**config.mk**
```make
export PLATFORM = sky130hd
export DESIGN_NAME = blk_seq
export DESIGN_NICKNAME = d
export VERILOG_FILES = /design/src/rtl/blk_seq.sv
export SDC_FILE = /design/constraint.sdc
export NUM_CORES = 1
export LEC_CHECK = 0
export ABC_AREA = 1
export ABC_CLOCK_PERIOD_IN_PS = 2700
export BUFFER_PORTS_ARGS = -buffer_cell sky130_fd_sc_hd__buf_2
export CAP_MARGIN = 10
export CORE_ASPECT_RATIO = 2
export CORE_MARGIN = 2
export CORE_UTILIZATION = 47
export DETAILED_ROUTE_END_ITERATION = 8
export PLACE_DENSITY = 0.89
export SYNTH_ARGS = -nofsm -noshare
export SYNTH_HDL_FRONTEND = slang
export SYNTH_SLANG_ARGS = --single-unit
```
**constraint.sdc**
```tcl
create_clock -name clk -period 2.7 [get_ports clk]
set_clock_uncertainty 0.1 [all_clocks]
set_input_delay 0.54 -clock clk [delete_from_list [all_inputs] [get_ports clk]]
set_output_delay 0.54 -clock clk [all_outputs]
set_load 0.005 [all_outputs]
```
**src/rtl/blk_seq.sv**
```systemverilog
module blk_seq (
  input  logic        clk,
  input  logic        rst_n,
  input  logic        start,
  input  logic [1:0]  op,
  input  logic        dec,
  input  logic        rpt,
  input  logic [15:0] hl_in,
  input  logic [15:0] de_in,
  input  logic [15:0] bc_in,
  input  logic [7:0]  acc_in,
  output logic [15:0] mem_addr,
  output logic        mem_rd,
  output logic        mem_wr,
  output logic [7:0]  mem_wdata,
  input  logic [7:0]  mem_rdata,
  output logic [15:0] io_addr,
  output logic        io_rd,
  output logic        io_wr,
  output logic [7:0]  io_wdata,
  input  logic [7:0]  io_rdata,
  output logic        busy,
  output logic        done,
  output logic [15:0] hl_out,
  output logic [15:0] de_out,
  output logic [15:0] bc_out,
  output logic        z_flag,
  output logic        pv_flag,
  output logic        h_flag,
  output logic        n_flag
);
  localparam logic [1:0] OP_COPY = 2'b00;
  localparam logic [1:0] OP_CMP  = 2'b01;
  localparam logic [1:0] OP_IN   = 2'b10;
  localparam logic [1:0] OP_OUT  = 2'b11;

  typedef enum logic [1:0] {S_IDLE, S_READ, S_XFER} st_t;

  st_t         st;
  logic [1:0]  op_q;
  logic        dec_q, rpt_q, done_q;
  logic [15:0] hl, de, bc;
  logic [7:0]  acc;
  logic        z, pv, h, n;

  logic        is_io, match, cnt_zero, stop;
  logic [7:0]  rd_byte;
  logic [15:0] step, hl_nx, de_nx, bc_nx;

  assign is_io    = op_q[1];
  assign rd_byte  = (op_q == OP_IN) ? io_rdata : mem_rdata;
  assign step     = dec_q ? 16'hFFFF : 16'h0001;
  assign hl_nx    = hl + step;
  assign de_nx    = de + step;
  assign bc_nx    = is_io ? {bc[15:8] - 8'd1, bc[7:0]} : bc - 16'd1;
  assign cnt_zero = is_io ? (bc_nx[15:8] == 8'd0) : (bc_nx == 16'd0);
  assign match    = (acc == rd_byte);
  assign stop     = !rpt_q || cnt_zero || (op_q == OP_CMP && match);

  assign mem_rd    = (st == S_READ) && (op_q != OP_IN);
  assign io_rd     = (st == S_READ) && (op_q == OP_IN);
  assign mem_wr    = (st == S_XFER) && (op_q == OP_COPY || op_q == OP_IN);
  assign io_wr     = (st == S_XFER) && (op_q == OP_OUT);
  assign mem_addr  = (st == S_XFER && op_q == OP_COPY) ? de : hl;
  assign mem_wdata = rd_byte;
  assign io_addr   = bc;
  assign io_wdata  = mem_rdata;

  assign busy    = (st != S_IDLE);
  assign done    = done_q;
  assign hl_out  = hl;
  assign de_out  = de;
  assign bc_out  = bc;
  assign z_flag  = z;
  assign pv_flag = pv;
  assign h_flag  = h;
  assign n_flag  = n;

  always_ff @(posedge clk) begin
    if (!rst_n) begin
      st     <= S_IDLE;
      op_q   <= OP_COPY;
      dec_q  <= 1'b0;
      rpt_q  <= 1'b0;
      done_q <= 1'b0;
      hl     <= '0;
      de     <= '0;
      bc     <= '0;
      acc    <= '0;
      z      <= 1'b0;
      pv     <= 1'b0;
      h      <= 1'b0;
      n      <= 1'b0;
    end else begin
      done_q <= 1'b0;
      case (st)
        S_IDLE: if (start) begin
          op_q  <= op;
          dec_q <= dec;
          rpt_q <= rpt;
          hl    <= hl_in;
          de    <= de_in;
          bc    <= bc_in;
          acc   <= acc_in;
          st    <= S_READ;
        end
        S_READ: st <= S_XFER;
        S_XFER: begin
          hl <= hl_nx;
          bc <= bc_nx;
          case (op_q)
            OP_COPY: begin
              de <= de_nx;
              h  <= 1'b0;
              n  <= 1'b0;
              pv <= (bc_nx != 16'd0);
            end
            OP_CMP: begin
              z  <= match;
              n  <= 1'b1;
              h  <= (acc[3:0] < rd_byte[3:0]);
              pv <= (bc_nx != 16'd0);
            end
            default: begin
              z <= (bc_nx[15:8] == 8'd0);
              n <= 1'b1;
            end
          endcase
          if (stop) begin
            st     <= S_IDLE;
            done_q <= 1'b1;
          end else begin
            st <= S_READ;
          end
        end
        default: st <= S_IDLE;
      endcase
    end
  end
endmodule

```
After elaboration in Yosys (flattened, before gate mapping)
Cells that the tools add are included.

storage, ports and cells
  register bits = 67
  input port bits = 79
  output and inout bits = 106
  word-level logic and storage cells = 73

cells by class
  add/sub/neg operators = 4
  $lt $le $gt $ge = 1
  equal/unequal tests = 9
  mux-type cells = 19
  bitwise logic cells = 1
  reductions and logical operators = 26

operator list
  kind                   count
  $mux 16                7
  $pmux 16 s2            3
  $add 16x16->16         2
  $logic_not 16->1       1
  $reduce_bool 16->1     1
  $sub 16x1->16 const B  1
  $reduce_and 2->1       6
  $eq 8x8->1             1
  $logic_not 8->1        1
  $mux 8                 1
  $sub 8x1->8 const B    1
  $eq 2x2->1 const B     3
  $logic_and 1x1->1      6
  $pmux 2 s3             1
  $reduce_bool 2->1      3
  $eq 2x1->1 const B     2
  $logic_not 2->1        2
  $lt 4x4->1             1
  $mux 1                 4
  $ne 2x2->1 const B     2
  $pmux 1 s2             2
  $logic_or 1x1->1       3
  $reduce_and 3->1       1
  $mux 2                 1
  4 further kinds        4

Depth between registers and ports, before layout
Gate-level depths: netlist of the first run.

  depth after elaboration = 8
  gate-level depth with buffers = 14
  depth with buffers taken out = 14

Worst setup path after synthesis of the first run
OpenSTA, ideal clock, no wires.

  path type = register to register
  from = register dec_q
  to = register de[14], in the netlist de_out[14]
  setup time = 0.132 ns
  data arrival time = 2.401 ns
  data required time = 2.468 ns
  slack = 0.067 ns
  cell stages (with the launch flop) = 13
  path buffers = 0
  period minus slack after synthesis = 2.633 ns
  path through = dfxtp_1 -> inv_1 -> fa_1 -> inv_1 -> nand3_1 -> nand2_1 -> inv_1 -> o21ai_0 -> nand2_1 -> nand3_1 -> nand2_1 -> o21ai_1 -> a21oi_1

on the way
  cells in the longest elaborated chain, start to end = 4

RTL lines
  element                   line  RTL
  start: declaration        41    logic dec_q, rpt_q, done_q;
  start signal: assignment  83    dec_q <= 1'b0;
  start signal: assignment  99    dec_q <= dec;
  $mux 16                   52    assign step = dec_q ? 16'hFFFF : 16'h0001;
  $add 16x16->16            54    assign de_nx = de + step;
  $mux 16                   111   case (op_q)
  $pmux 16 s2               96    case (st)
  end signal: assignment    102   de <= de_in;
  end signal: assignment    113   de <= de_nx;
  end: declaration          42    logic [15:0] hl, de, bc;

Every way passes these cells. The select of a mux whose other input is x is not followed.
A chain may end at the register's enable or synchronous reset.

Worst setup path after layout of the first run
  from = register st[1]
  to = output mem_addr[8]

on the way
  cells in the longest elaborated chain, start to end = 3

RTL lines
  element                   line  RTL
  start: declaration        39    st_t st;
  start signal: assignment  81    st <= S_IDLE;
  start signal: assignment  105   st <= S_READ;
  start signal: assignment  107   S_READ: st <= S_XFER;
  $eq 2x2->1                64    assign mem_addr = (st == S_XFER && op_q == OP_COPY) ? de : hl;
  $logic_and 1x1->1         64
  $mux 16                   64
  end: declaration          12    output logic [15:0] mem_addr,

Every way passes these cells.

==> out/summary.txt, run 1 <==
Sequential-to-total area share from yosys stat - 24.66%
Hold Crit Start - hl_in[0]
Worst Hold Endpoint - hl_out[0]$_SDFFE_PN0P_
Commonest non-fill, non-tap cell in the layout - nand2_1
Post-Route WL - 19.01 mm
Critical Path Start Type - flop
Synthesis-to-finish area growth - 22.03%
Initial Util - 48.20%
Share of layout cells above drive strength 1 - 23.17%
Final nets - 1138
Max_slew headroom - 60.00%
Mean Syn Cell Area - 6.260 µm²
Finish-stage setup viols - 0
Met3 usage - 5.150%
Clk root buf - clkbuf_16
Clock sinks - 67
HPWL after detailed placement - 14.36 mm
Die area - 12500 µm²
Register area - 1341 µm²
Met2 Usage GRT - 58.21%
GRT busiest layer - met2
Final period util - 92.90%
Critical Path RT - 2.06 ns
Crit-path cells - inv_1 > nor2_4 > inv_2 > nor2_4 > inv_2 > nor2_4 > buf_4 > nand2_1 > o21ai_0 > buf_2
Worst-skew pair later-pin latency - 0.34 ns
First-pass GRT wire length - 29.37 mm
Critical path's largest stage delay - 0.34 ns
Fin. max-slew vios - 0
Crit Path Max Fanout - 17
Maximum Capacitance Violations - 0
Top cell type's share of synthesized area - 24.66%
Antenna violations before repair - 0
Crit-path slowest cell - dfxtp_1
Cells on Worst Hold Path - 3
Crit-path most repeated cell - nor2_4
CTS buffer count - 9
DRC viols - 0
RSZ-0062 raised after global routing - no
Met1 GRT Util - 29.41%
CTS H-tree depth - 3
Die Y - 156.2 µm
Vias in the first global route - 6148
DR WL/cell - 16.26 µm
Synth Register Bits - 67
# fillers - 1120
Largest area contributor in the netlist - dfxtp_1
Syn Nets - 984
Fin Setup TNS - 0 ns
Final ANT Viol Nets - 0
Yosys warns - 0
CTS max path bufs - 2
CP Data Arrival Time - 1.87 ns
CP Class - reg2out
Count of buffers from port buffering - 184
Leakage power total - 3.447 nW
Synth Cell Area - 5440 µm²
Netlist cell types - 44
Die Wd - 80.08 µm
# IOs - 185
Actual slew at the worst max-slew pin - 0.5994 ns
DR pass1 iterations - 5
Final min period - 2.508 ns
Clock transition at path regs - 0.06 ns
Reg2Reg Setup Slack - 0.33 ns
Top cells by area, synth - dfxtp_1, nand2_1, ha_1
DR iter-0 viols - 241
CP Capture Type - output pin
Vias - 6548
Placer Congestion - 0.9888
Commonest cells after routing, fill and taps aside - nand2_1, buf_2, nor2_1
Largest net degree at the start of global routing - 51
Cts hold-fix bufs - 0
Cts repair resizes - 0
Diode count - 0
Post-CTS Setup Bufs - 0
Congestion Overflow GR - 0
Power Dens Cells - 535.6 nW/µm²
Rows - 55
Via density - 5.601
Status - completed
CTS tree - built
Worst vdd ir - 0.0003678 V
Origin of the critical flop-to-flop path - op_q[1]$_SDFFE_PN0P_
Hold Slack - 0.3643 ns
Reg2reg path depth - 12
Core area - 11290 µm²
Peak Freq - 398.7 MHz
GRT Util Overall - 30.42%
Mapped Cells - 869
Area of the multi-input gates - 3502 µm²
HP Class - in2reg
Reg-to-Reg End - st[0]$_SDFFE_PN0P_
Final Hold Vio Count - 0
-- sequential cells by signal, summed over array words and instances (netlist names) --
register	cells
bc_out	16
op_q	2
pv_flag	1
n_flag	1
hl_out	16
st	2
z_flag	1
h_flag	1
acc	8
done	1
dec_q	1
rpt_q	1
de_out	16
-- worst max-delay path, delay by kind of cell (launching register included) --
| family | cells | cell delay [ns] |
|---|---|---|
| buffers and inverters | 5 | 0.60 |
| and+or+nand+nor | 4 | 0.52 |
| DFF | 1 | 0.34 |
| AOI/OAI and AO/OA | 1 | 0.08 |
-- synthesized netlist by cell type, drive strengths merged --
| cell type | number |
|---|---|
| fa | 2 |
| xnor2 | 3 |
| o221ai | 3 |
| buf | 37 |
| clkbuf | 17 |
| a31oi | 2 |
| xor2 | 14 |
| nor3b | 1 |
| a21oi | 84 |
| nand3 | 69 |
| o2111ai | 1 |
| or2 | 6 |
| nand4 | 6 |
| a221oi | 5 |
| o311ai | 2 |
| o22ai | 1 |
| and2 | 1 |
| o21bai | 2 |
| nand2 | 223 |
| nor2 | 104 |
| nor3 | 8 |
| dfxtp | 67 |
| o21a | 1 |
| a21o | 7 |
| o211ai | 7 |
| a211oi | 2 |
| ha | 34 |
| inv | 77 |
| o21ai | 79 |
| nand3b | 4 |
-- routing by layer --
metal	part of all wire, %	vias up
met1	34	2994
met4	5.2	0
met5	0	-
met2	55	295
met3	6.5	80
li1	-	3179
-- stage by stage --
stage | power, mW | instance area (µm²) | utilization, % | setup slack, ns | std cells
after floorplan | 1.954 | 5440 | - | 0.06675 | 869
after global placement | 2.332 | 6344 | 56.21 | 0.4522 | 1154
after detailed placement | 2.356 | 6344 | 56.21 | 0.3632 | 1154
after CTS | 3.557 | 6639 | 58.82 | 0.2015 | 1169
after global routing | 3.767 | 6639 | 58.82 | 0.04514 | 1169
final | 3.556 | 6639 | 58.82 | 0.1918 | 1169
-- area by class of cell --
class | instances | share of cell area [%]
Clock inverter | 2 | 0.5277
Timing Repair Buffer | 197 | 15.53
Multi-Input combinational cell | 671 | 52.75
Sequential cell | 67 | 20.20
Tap cell | 142 | 2.676
Clock buffer | 13 | 3.920
Inverter | 77 | 4.391
-- how the worst max path moves through the flow --
stage                                       from                      end  slack, ns  cells after the start
after floorplan               dec_q$_SDFFE_PN0P_  de_out[14]$_SDFFE_PN0P_       0.07                     12
after global placement    hl_out[0]$_SDFFE_PN0P_   hl_out[8]$_SDFFE_PN0P_       0.45                     13
after detailed placement    op_q[1]$_SDFFE_PN0P_       st[0]$_SDFFE_PN0P_       0.36                     12
after CTS                     st[1]$_SDFFE_PN0P_              mem_addr[8]       0.20                     10
after global routing          st[1]$_SDFFE_PN0P_              mem_addr[3]       0.05                     10
final                         st[1]$_SDFFE_PN0P_              mem_addr[8]       0.19                     10
-- where the power goes --
part	internal, mW	total [mW]	switching [mW]
Sequential	1.08	1.20	0.118
Combinational	0.447	1.16	0.717
Clock	0.759	1.20	0.437
-- logic make-up after synthesis --
kind of cell / after synthesis / synth area share (%)
simple gates: 422 / 32.82
compound gates: 196 / 20.22
buf+inv: 131 / 11.02
flops: 67 / 24.66
fa+ha+maj: 36 / 8.556
xor+xnor: 17 / 2.737
No activity file was read; power rests on OpenSTA's default activity.
==> inputs of run 2 (changes only) <==
- PLACE_DENSITY: 0.89 -> unset
- PLACE_DENSITY_LB_ADDON: unset -> 0.3
==> run 2 against run 1 <==
Sequential power barely moved. Setup slack improved by 0.043 ns. Sequential share of layout area fell by 0.091 points. Global-route usage fell by 0.72 points. Fmax rose by 1.8%. Combinational power barely moved. Clock-buffer cell count fell by 2. Critical path depth did not move. Hold slack got worse by 0.020 ns.
==> out/summary.txt, run 2 (synthesis results as in run 1) <==
Die Wd - 80.08 µm (unchanged)
Count of buffers from port buffering - 184 (unchanged)
Status - completed
Die area - 12500 µm² (unchanged)
CTS tree - built
CP Capture Type - output pin
DRC viols - 0 (unchanged)
Rows - 55 (unchanged)
Fin. max-slew vios - 0 (unchanged)
Maximum Capacitance Violations - 0 (unchanged)
Final ANT Viol Nets - 0 (unchanged)
Fin Setup TNS - 0 ns (unchanged)
Vias in the first global route - 6091 (-0.93%)
Final period util - 91.29% (-1.6 points)
DR WL/cell - 15.73 µm (-3.2%)
Critical Path Start Type - flop
CP Data Arrival Time - 1.82 ns (-0.05 ns)
Placed Instances - 1156 (+0.17%)
Vias - 6346 (-3.1%)
GRT Util Overall - 29.69% (-0.72 points)
DP Area - 6371 µm² (+0.43%)
Die Y - 156.2 µm (unchanged)
# fillers - 1186 (+5.9%)
Clk root buf - clkbuf_16
Power Dens Cells - 531.1 nW/µm² (-0.84%)
Crit Path Max Fanout - 16 (-1)
DR iter-0 viols - 207 (-14%)
Via density - 5.410 (-3.4%)
Cells on Worst Hold Path - 3 (unchanged)
Post-CTS Setup Bufs - 0 (unchanged)
Actual slew at the worst max-slew pin - 0.6030 ns (+0.003598 ns)
Largest net degree at the start of global routing - 52 (+2.0%)
First-pass GRT wire length - 28.75 mm (-2.1%)
Initial Util - 48.20% (unchanged)
Final nets - 1140 (+0.18%)
Commonest non-fill, non-tap cell in the layout - nand2_1
Worst vdd ir - 0.0004310 V (+17%)
RSZ-0062 raised after global routing - no
HP Class - in2reg
DR pass1 iterations - 5 (unchanged)
Non-filler cells, final - 1173 (+0.34%)
Reg2reg path depth - 12 (unchanged)
Critical Path RT - 2.06 ns (about the same)
CTS H-tree depth - 3 (unchanged)
Finish-stage setup viols - 0 (unchanged)
Dpl ws - 0.3126 ns (-0.05057 ns)
Final Hold Vio Count - 0 (unchanged)
Placer Congestion - 0.9176 (-7.2%)
Commonest cells after routing, fill and taps aside - nand2_1, buf_2, nor2_1
CTS max path bufs - 2 (unchanged)
Antenna violations before repair - 1 (+1)
Peak Freq - 405.7 MHz (+1.8%)
Clock transition at path regs - 0.06 ns (about the same)
Share of layout cells above drive strength 1 - 23.50% (+0.32 points)
Clock sinks - 67 (unchanged)
Synthesis-to-finish area growth - 22.59%
CTS buffer count - 9 (unchanged)
Max_slew headroom - 59.80% (-0.20 points)
# IOs - 185 (unchanged)
Worst-skew pair later-pin latency - 0.34 ns (about the same)
Cts repair resizes - 0 (unchanged)
Cts hold-fix bufs - 0 (unchanged)
Leakage power total - 3.460 nW (+0.36%)
Final WS setup - 0.2351 ns (+0.04330 ns)
CP Class - reg2out
Congestion Overflow GR - 0 (unchanged)
Final min period - 2.465 ns (-0.04330 ns)
Fin area - 6669 µm² (+0.45%)
HPWL after detailed placement - 14.25 mm (-0.77%)
Post-Route WL - 18.46 mm (-2.9%)
Core area - 11290 µm² (unchanged)
run 2: cell types whose count changed in the layout (fill, tap and decap cells not counted), sizes merged:
cell,before,now
clkinv,1,3
clkinvlp,0,1
diode,0,1
clkbuf,13,11
buf,197,199
run 2: final timing paths:
| path | startpoint | slack, ns | endpoint |
|---|---|---|---|
| setup / recovery | st[1]$_SDFFE_PN0P_ | 0.24 | mem_addr[14] |
| hold reg to reg | acc[4]$_SDFFE_PN0P_ | 0.39 | acc[4]$_SDFFE_PN0P_ |
| hold / removal | hl_in[6] | 0.34 | hl_out[6]$_SDFFE_PN0P_ |
| setup reg to reg | op_q[1]$_SDFFE_PN0P_ | 0.31 | st[0]$_SDFFE_PN0P_ |
run 2: layout make-up:
class / instances / area, µm² / area share [%]
antenna: 1 / 2.502 / 0.03752
clock buffer: 11 / 242.7 / 3.640
clock inverter: 5 / 52.55 / 0.7880
inverter: 77 / 291.5 / 4.371
multi-input combinational: 671 / 3502 / 52.51
sequential: 67 / 1341 / 20.11
tap: 142 / 177.7 / 2.664
timing repair buffer: 199 / 1059 / 15.87
run 2: metal layers:
metal | global-route usage (%) | vias up | part of all wire (%)
met5 | 0 | - | 0
met3 | 4.919 | 58 | 6.2
met2 | 57.06 | 247 | 54
met1 | 28.17 | 2860 | 35
met4 | 17.51 | 0 | 5.5
li1 | - | 3181 | -
run 2: power by group:
part	switching, mW	total (mW)	internal (mW)
logic	0.698	1.15	0.453
registers	0.117	1.19	1.08
clock network	0.462	1.20	0.736
run 2: stage by stage:
| stage | hold slack (ns) | util (%) | power [mW] |
|---|---|---|---|
| 6_report | 0.3444 | 59.09 | 3.542 |
| 5_1_grt | 0.3641 | 59.09 | 3.753 |
| 4_1_cts | 0.3358 | 59.07 | 3.561 |
| 3_5_place_dp | 0.3784 | 56.45 | 2.355 |
| 3_3_place_gp | 0.3530 | 56.45 | 2.343 |
| 2_1_floorplan | 0.3331 | - | 1.954 |
run 2: critical path, cell delays in order, from the launching register on:
cell and delay, ns:
dfxtp_1 0.32, inv_1 0.07, nor2_4 0.12, inv_2 0.07
nor2_4 0.11, inv_2 0.06, nor2_4 0.18, buf_4 0.24
nand2_1 0.11, nand2_1 0.08, buf_2 0.11
